`config.mk`:
```
export PLATFORM = sky130hd
export DESIGN_NAME = asyncReadLink
export DESIGN_NICKNAME = d
export VERILOG_FILES = /design/src/rtl/asyncReadLinkPkg.sv /design/src/rtl/syncChain.sv /design/src/rtl/asyncReadLinkCtrl.sv /design/src/rtl/asyncReadLinkData.sv /design/src/rtl/asyncReadLink.sv
export SDC_FILE = /design/constraint.sdc
export NUM_CORES = 1
export LEC_CHECK = 0
export BUFFER_PORTS_ARGS = -buffer_cell sky130_fd_sc_hd__buf_4
export CAP_MARGIN = 40
export CORE_ASPECT_RATIO = 0.9
export CORE_UTILIZATION = 60
export DETAILED_ROUTE_END_ITERATION = 7
export PLACE_DENSITY = 0.94
export SLEW_MARGIN = 0
export SYNTH_ARGS = -nofsm -noshare
export SYNTH_HDL_FRONTEND = slang
export SYNTH_SLANG_ARGS = --single-unit
```
`constraint.sdc`:
```
create_clock -name clk -period 4.2 [get_ports clk]
set_input_delay 0.21 -clock clk [delete_from_list [all_inputs] [get_ports clk]]
set_output_delay 0.21 -clock clk [all_outputs]
set_load 0.02 [all_outputs]
```
`src/rtl/asyncReadLinkPkg.sv`:
```
package asyncReadLinkPkg;

  typedef enum logic [2:0] {
    RQ_IDLE, RQ_ADDR, RQ_REL, RQ_WDATA, RQ_ACKD
  } rqState_t;

  typedef enum logic [2:0] {
    RS_IDLE, RS_ACK, RS_ACCESS, RS_DRIVE, RS_DROP
  } rsState_t;

  // strobes from the control to the datapath
  typedef struct packed {
    logic reqLoadAddr;  // latch the start address
    logic reqDrive;     // requester owns the shared lines
    logic reqCapture;   // requester samples returned data
    logic reqPublish;   // copy captured word to rdData
    logic respCapture;  // responder samples the address
    logic respDrive;    // responder owns the shared lines
  } strobes_t;

endpackage

```
`src/rtl/syncChain.sv`:
```
module syncChain #(
  parameter int WIDTH = 1,
  parameter int STAGES = 2
) (
  input  logic             clk,
  input  logic             rstN,
  input  logic [WIDTH-1:0] asyncIn,
  output logic [WIDTH-1:0] syncOut
);
  logic [WIDTH-1:0] stage [STAGES];

  always_ff @(posedge clk) begin
    if (!rstN) begin
      for (int i = 0; i < STAGES; i++) stage[i] <= '0;
    end else begin
      stage[0] <= asyncIn;
      for (int i = 1; i < STAGES; i++) stage[i] <= stage[i-1];
    end
  end

  assign syncOut = stage[STAGES-1];
endmodule

```
`src/rtl/asyncReadLinkCtrl.sv`:
```
module asyncReadLinkCtrl
  import asyncReadLinkPkg::*;
#(
  parameter int ACCESS_DELAY = 4
) (
  input  logic     clk,
  input  logic     rstN,
  input  logic     start,
  output strobes_t stb,
  output logic     readReq,
  output logic     respAck,
  output logic     dataRdy,
  output logic     reqAck,
  output logic     done
);
  localparam int CNT_W = $clog2(ACCESS_DELAY + 1);
  localparam logic [CNT_W-1:0] CNT_LAST = CNT_W'(ACCESS_DELAY - 1);

  rqState_t rqState;
  rsState_t rsState;
  logic [CNT_W-1:0] accessCnt;

  // each party sees the other's lines only through a synchronizer
  logic [1:0] rqSeen;  // {dataRdy, respAck} as seen by the requester
  logic [1:0] rsSeen;  // {reqAck, readReq} as seen by the responder
  logic ackSeen, rdySeen, reqSeen, rAckSeen;

  syncChain #(.WIDTH(2), .STAGES(2)) rqSync_i (
    .clk(clk), .rstN(rstN), .asyncIn({dataRdy, respAck}), .syncOut(rqSeen)
  );
  syncChain #(.WIDTH(2), .STAGES(2)) rsSync_i (
    .clk(clk), .rstN(rstN), .asyncIn({reqAck, readReq}), .syncOut(rsSeen)
  );

  assign ackSeen  = rqSeen[0];
  assign rdySeen  = rqSeen[1];
  assign reqSeen  = rsSeen[0];
  assign rAckSeen = rsSeen[1];

  // requester
  always_ff @(posedge clk) begin
    if (!rstN) begin
      rqState <= RQ_IDLE;
    end else begin
      unique case (rqState)
        RQ_IDLE:  if (start)    rqState <= RQ_ADDR;
        RQ_ADDR:  if (ackSeen)  rqState <= RQ_REL;
        RQ_REL:   if (!ackSeen) rqState <= RQ_WDATA;
        RQ_WDATA: if (rdySeen)  rqState <= RQ_ACKD;
        RQ_ACKD:  if (!rdySeen) rqState <= RQ_IDLE;
        default:                rqState <= RQ_IDLE;
      endcase
    end
  end

  // responder
  always_ff @(posedge clk) begin
    if (!rstN) begin
      rsState   <= RS_IDLE;
      accessCnt <= '0;
    end else begin
      unique case (rsState)
        RS_IDLE: if (reqSeen) rsState <= RS_ACK;
        RS_ACK: if (!reqSeen) begin
          rsState   <= RS_ACCESS;
          accessCnt <= '0;
        end
        RS_ACCESS: begin
          if (accessCnt == CNT_LAST) rsState <= RS_DRIVE;
          else accessCnt <= accessCnt + 1'b1;
        end
        RS_DRIVE: if (rAckSeen)  rsState <= RS_DROP;
        RS_DROP:  if (!rAckSeen) rsState <= RS_IDLE;
        default:                 rsState <= RS_IDLE;
      endcase
    end
  end

  assign readReq = (rqState == RQ_ADDR);
  assign reqAck  = (rqState == RQ_ACKD);
  assign respAck = (rsState == RS_ACK);
  assign dataRdy = (rsState == RS_DRIVE);

  always_comb begin
    stb.reqLoadAddr = (rqState == RQ_IDLE) && start;
    stb.reqDrive    = (rqState == RQ_ADDR);
    stb.reqCapture  = (rqState == RQ_WDATA) && rdySeen;
    stb.reqPublish  = (rqState == RQ_ACKD) && !rdySeen;
    stb.respCapture = (rsState == RS_IDLE) && reqSeen;
    stb.respDrive   = (rsState == RS_DRIVE);
  end

  always_ff @(posedge clk) begin
    if (!rstN) done <= 1'b0;
    else       done <= stb.reqPublish;
  end
endmodule

```
`src/rtl/asyncReadLinkData.sv`:
```
module asyncReadLinkData
  import asyncReadLinkPkg::*;
#(
  parameter int ADDR_W = 4,
  parameter int DATA_W = 8
) (
  input  logic              clk,
  input  logic              rstN,
  input  strobes_t          stb,
  input  logic [ADDR_W-1:0] reqAddr,
  output logic [DATA_W-1:0] rdData,
  output logic [DATA_W-1:0] busValue,
  output logic [1:0]        busOwner
);
  localparam int DEPTH = 1 << ADDR_W;

  function automatic logic [DATA_W-1:0] memWord(input int a);
    logic [31:0] w;
    w = 32'(a) * 32'd37 + 32'd90;
    return w[DATA_W-1:0];
  endfunction

  logic [ADDR_W-1:0] rqAddr;
  logic [ADDR_W-1:0] rsAddr;
  logic [DATA_W-1:0] rqCapture;
  logic [DATA_W-1:0] mem [DEPTH];

  always_ff @(posedge clk) begin
    if (!rstN) begin
      for (int i = 0; i < DEPTH; i++) mem[i] <= memWord(i);
    end
  end

  // shared lines: enable-controlled drivers resolved here, zero when floating
  always_comb begin
    busOwner = {stb.respDrive, stb.reqDrive};
    if (stb.reqDrive)       busValue = DATA_W'(rqAddr);
    else if (stb.respDrive) busValue = mem[rsAddr];
    else                    busValue = '0;
  end

  always_ff @(posedge clk) begin
    if (!rstN) begin
      rqAddr    <= '0;
      rsAddr    <= '0;
      rqCapture <= '0;
      rdData    <= '0;
    end else begin
      if (stb.reqLoadAddr) rqAddr    <= reqAddr;
      if (stb.respCapture) rsAddr    <= busValue[ADDR_W-1:0];
      if (stb.reqCapture)  rqCapture <= busValue;
      if (stb.reqPublish)  rdData    <= rqCapture;
    end
  end
endmodule

```
`src/rtl/asyncReadLink.sv`:
```
module asyncReadLink
  import asyncReadLinkPkg::*;
#(
  parameter int ADDR_W = 4,
  parameter int DATA_W = 8,
  parameter int ACCESS_DELAY = 4
) (
  input  logic              clk,
  input  logic              rstN,
  input  logic              start,
  input  logic [ADDR_W-1:0] reqAddr,
  output logic              done,
  output logic [DATA_W-1:0] rdData,
  output logic              readReq,
  output logic              respAck,
  output logic              dataRdy,
  output logic              reqAck,
  output logic [DATA_W-1:0] busValue,
  output logic [1:0]        busOwner
);
  strobes_t stb;

  asyncReadLinkCtrl #(.ACCESS_DELAY(ACCESS_DELAY)) ctrl_i (
    .clk(clk), .rstN(rstN), .start(start), .stb(stb),
    .readReq(readReq), .respAck(respAck), .dataRdy(dataRdy),
    .reqAck(reqAck), .done(done)
  );

  asyncReadLinkData #(.ADDR_W(ADDR_W), .DATA_W(DATA_W)) data_i (
    .clk(clk), .rstN(rstN), .stb(stb), .reqAddr(reqAddr),
    .rdData(rdData), .busValue(busValue), .busOwner(busOwner)
  );
endmodule

```
-- After elaboration in Yosys (flattened, before gate mapping)
Memory sizes are Yosys's and may differ from the RTL's. A register that Yosys moved wholly into a read port is not among the register bits.
Cells that the tools add are included.
- register bits after elaboration: 34
- RAM bits: 136
- memories kept: 3
- memory list (memory ; depth ; width ; rd ports ; clocked after Yosys merged registers in ; wr ports ; line ; RTL):
    data_i.mem ; 16 ; 8 ; 1 ; 1 ; 16 ; asyncReadLinkData.sv:26 ; logic [DATA_W-1:0] mem [DEPTH];
    ctrl_i.rqSync_i.stage ; 2 ; 2 ; 2 ; 0 ; 2 ; syncChain.sv:10 ; logic [WIDTH-1:0] stage [STAGES];
    ctrl_i.rsSync_i.stage ; 2 ; 2 ; 2 ; 0 ; 2 ; syncChain.sv:10 ;
- $add $sub $neg: 1
- equality and inequality tests: 20
- muxes and demuxes: 25
- bitwise logic cells: 4
- reductions and logical operators: 11
- operator list (operator ; count):
    $mux 3 ; 12
    $pmux 3 s5 ; 2
    $mux 8 ; 2
    $eq 3x2->1 const B ; 5
    $ne 2x2->1 const B ; 6
    $ne 2x1->1 const B ; 5
    $reduce_and 5->1 ; 2
    $mux 2 ; 4
    $mux 4 ; 2
    $eq 3x1->1 const B ; 2
    $eq 3x3->1 const B ; 2
    $logic_not 3->1 ; 2
    $pmux 3 s2 ; 1
    $logic_and 1x1->1 ; 4
    $or 1x1->1 ; 4
    $add 3x1->3 const B ; 1
    $reduce_and 3->1 ; 1
    $mux 1 ; 2
    $reduce_bool 2->1 ; 1
    $logic_not 1->1 ; 1

-- Logic depth before layout (Yosys ltp)
- word-level depth: 5
- mapped depth: 5

-- By module
Synthesis repeated with hierarchy kept, for this count alone.
- cells, all modules: 221
- area, all modules: 2088.3 um^2
- by module, submodules not included (module ; times used ; cells an instance ; area each (um^2) ; seq. area each (um^2)):
    asyncReadLinkData ; 1 ; 136 ; 1282.5 ; 560.5
    asyncReadLinkCtrl ; 1 ; 65 ; 565.5 ; 200.2
    syncChain ; 2 ; 10 ; 120.1 ; 80.1

-- Worst setup path before layout
OpenSTA, ideal clock, no wires.
- path type: reg2out
- from: register with a tool-made name
- to: output port busValue[3]
- arrival time: 1.657 ns
- data required time: 3.990 ns
- path slack: 2.333 ns
- cell stages (with the launch flop): 5
- path buffers: 0
- path through: dfxtp_1 > inv_1 > ha_1 > mux4_2 > o21ai_0
- RTL lines (element ; line ; RTL):
    end: declaration ; asyncReadLink.sv:18 ; output logic [DATA_W-1:0] busValue,

==> flow_summary_export.csv <==
group,metric,value,unit
status,status,"complete, no violations",
clock_tree,postCtsHoldBufs,0,
sta,max_freq,441.5,MHz
routing,wl_per_cell,14.17,µm
placement,dp_hpwl,2914,µm
global_routing,met1_usage,28.45,%
routing,remaining_drc_errors,0,
global_routing,antenna_found_initial,0,
placement,placed_area,2281,µm²
yosys,syn-instance-count,217,
clock_tree,numCtsBuffers,5,
critical_path,cp_slowest_cell,"dfxtp_1",
yosys,avgSynthCellArea,9.658,µm²
sta,setup_viol,0,
floorplanning,core,3186,µm²
routing,num_vias,1572,
worst_hold_path,hp-class,"in -> reg",
global_routing,met3_usage,5.906,%
sta,relSlewSlack,52.71,%
yosys,synthFlopType,"dfxtp_1",
clock_tree,cts_root_buffer,"clkbuf_8",
placement,io_buffers,29,
sta,layout_setup_ws,1.935,ns
critical_path,rrSetupSlack,2.46,ns
critical_path,r2r_end,"data_i.rqCapture[5]",
critical_path,cp-start-kind,"register",
critical_path,crit_type,"reg -> out",
cells_and_area,utilization,74.08,%
clock_tree,clock_latency,0.30,ns
yosys,syn-num-nets,233,
critical_path,cp.arrival,2.05,ns
global_routing,grt_max_degree,41,
global_routing,grt.overflow.total,0,
floorplanning,ios,30,
clock_tree,path_clk_slew,0.07,ns
yosys,ys_seq_area_share,43.94,%
routing,wirelength,3983,µm
yosys,synth_area,2096,µm²
sta,setup_tns,0,ns
floorplanning,die-area,3733,µm²
critical_path,cp_max_fo,7,
floorplanning,die_y,58.07,µm
yosys,synthArstFlopShare,0,%
cells_and_area,syn_to_final_growth,12.60,%
global_routing,grt_pass1_wl,6506,µm
sta,final_hold_viol_count,0,
global_routing,use_met2,36.39,%
sta,drv_slew,0,
sta,worst_pin_slew,0.7075,ns
sta,rsz0062_at_grt,"false",
global_routing,grt_pass1_vias,1452,
routing,drtIter0Drc,56,
worst_hold_path,hold_start,"reqAddr[1]",
global_routing,busiest_layer,"met2",
critical_path,slowest_delay,0.45,ns
sta,finalCritPeriodShare,53.93,%
clock_tree,cts_tree,"built",
critical_path,worstRegToRegCells,5,
global_routing,grt_usage,23.38,%
sta,period_needed,2.265,ns
floorplanning,start_util,65.79,%
clock_tree,h-tree-depth,2,
yosys,ys_warn_count,0,
clock_tree,post_cts_buffers,0,
critical_path,end_kind,"primary output",
routing,drtPass1Iterations,4,
cells_and_area,design_area,2360,µm²
worst_hold_path,min_to,"data_i.rqAddr[1]",
critical_path,cp.required,3.99,ns
worst_hold_path,hold_depth,3,
clock_tree,clockBufferDepth,2,
power,p_per_area,321.3,nW/µm²
yosys,ys_ff_latch,46,
placement,gp_congestion,0.8199,
clock_tree,post_cts_resized,0,
critical_path,worstPathCellList,"inv_1 > ha_1 > nand2b_1 > a21boi_0 > nor3_1 > buf_4",
routing,vias_per_cell,5.594,
clock_tree,cts.sinks,46,
power,ir_worst_vdd,293.1,µV
yosys,synth_cell_type_count,43,
power,p_leak,0.9540,nW
routing,ant_nets,0,
cells_and_area,nets,255,
cells_and_area,n_antenna_cell,0,
flow_run,maxCapViolCount,0,
cells_and_area,drive_gt1_share,21.76,%
floorplanning,rows,19,
floorplanning,die_x,64.30,µm
yosys,synth_edf_count,0,
placement,pre_cts_ws,2.270,ns
sta,fin_skew,0.003881,ns
power,total_power,0.7583,mW
Yosys cell counts (3+ instances only):
cell,number,area (µm²)
dfxtp_1,46,920.9
nand2_1,31,116.4
a21oi_1,10,50.05
a21boi_1,9,67.56
ha_1,9,112.6
o21ai_0,9,45.04
nand3_1,8,40.04
nor2b_1,8,50.05
and2_1,7,43.79
nand2b_1,7,43.79
nor2_1,7,26.28
inv_1,6,22.52
mux2i_1,6,60.06
buf_2,4,20.02
buf_4,3,22.52
clkbuf_1,3,11.26
mux2_2,3,33.78
nand3b_1,3,22.52
nor3_1,3,15.01
o22ai_1,3,18.77
routing by layer:
metal / part of all wire (%) / wire (µm)
met3: 4.8 / 193
met5: 0 / 0
met2: 46 / 1823
met4: 3.2 / 127
met1: 46 / 1838
flip-flops by register name, indices dropped and copies added, names as in the netlist, named ones only:
signal	flops
ctrl_i.accessCnt	3
ctrl_i.rsSync_i.stage	4
ctrl_i.rsState	3
data_i.rsAddr	4
ctrl_i.done	1
data_i.rdData	8
data_i.rqAddr	4
ctrl_i.rqSync_i.stage	4
ctrl_i.rqState	3
data_i.rqCapture	8
layout make-up:
cell class	instances	area, µm²
clock buffer	5	68.82
sequential	46	920.9
timing repair buffer	29	217.7
tap	42	52.55
multi-input combinational	149	1060
clock inverter	2	10.01
inverter	8	30.03
fill	236	825.8
per-stage QoR:
stage          instances  hold WS, ns
2_1_floorplan        217       0.3648
3_3_place_gp         274       0.4136
3_5_place_dp         274       0.4204
4_1_cts              281       0.1742
5_1_grt              281       0.1838
6_report             281       0.1781
critical path, delay by kind of cell, from the launching register on:
kind	cells	cell delay [ns]
flops	1	0.45
fa+ha+maj	1	0.37
simple gates	2	0.26
buf+inv	2	0.31
compound gates	1	0.37
cells by family after synthesis:
family / Yosys count / share of synthesized area (%)
simple gates: 88 / 25.67
flops: 46 / 43.94
compound gates: 40 / 12.48
buf+inv: 22 / 5.492
mux: 11 / 6.627
fa+ha+maj: 9 / 5.373
xor+xnor: 1 / 0.4180
worst max path at each step:
stage	startpoint	end	slack, ns	cells past startpoint
after floorplan	register	busValue[3]	2.33	4
after global placement	register	busValue[6]	2.38	5
after detailed placement	register	busValue[5]	2.27	6
after CTS	register	busValue[5]	1.93	6
after global routing	register	busValue[5]	1.81	6
final	register	busValue[5]	1.94	6
power by group:
part           internal (mW)  leakage [nW]  switching [mW]
clock network          0.112        0.0438           0.136
registers              0.444         0.372         0.00930
logic                 0.0265         0.538          0.0311
total                  0.582         0.954           0.176
placed cells by master (no fill, tap or decap), types with 3 or more instances in the layout:
master    count
a21boi_1      9
a21oi_1      10
and2_1        7
buf_4        29
clkbuf_8      5
dfxtp_1      46
ha_1          9
inv_1         6
mux2_2        3
mux2i_1       6
nand2_1      31
nand2b_1      7
nand3_1       8
nand3b_1      3
nor2_1        7
nor2b_1       8
nor3_1        3
o21ai_0       9
o22ai_1       3
Note: power is estimated with default switching activity, not from simulation.
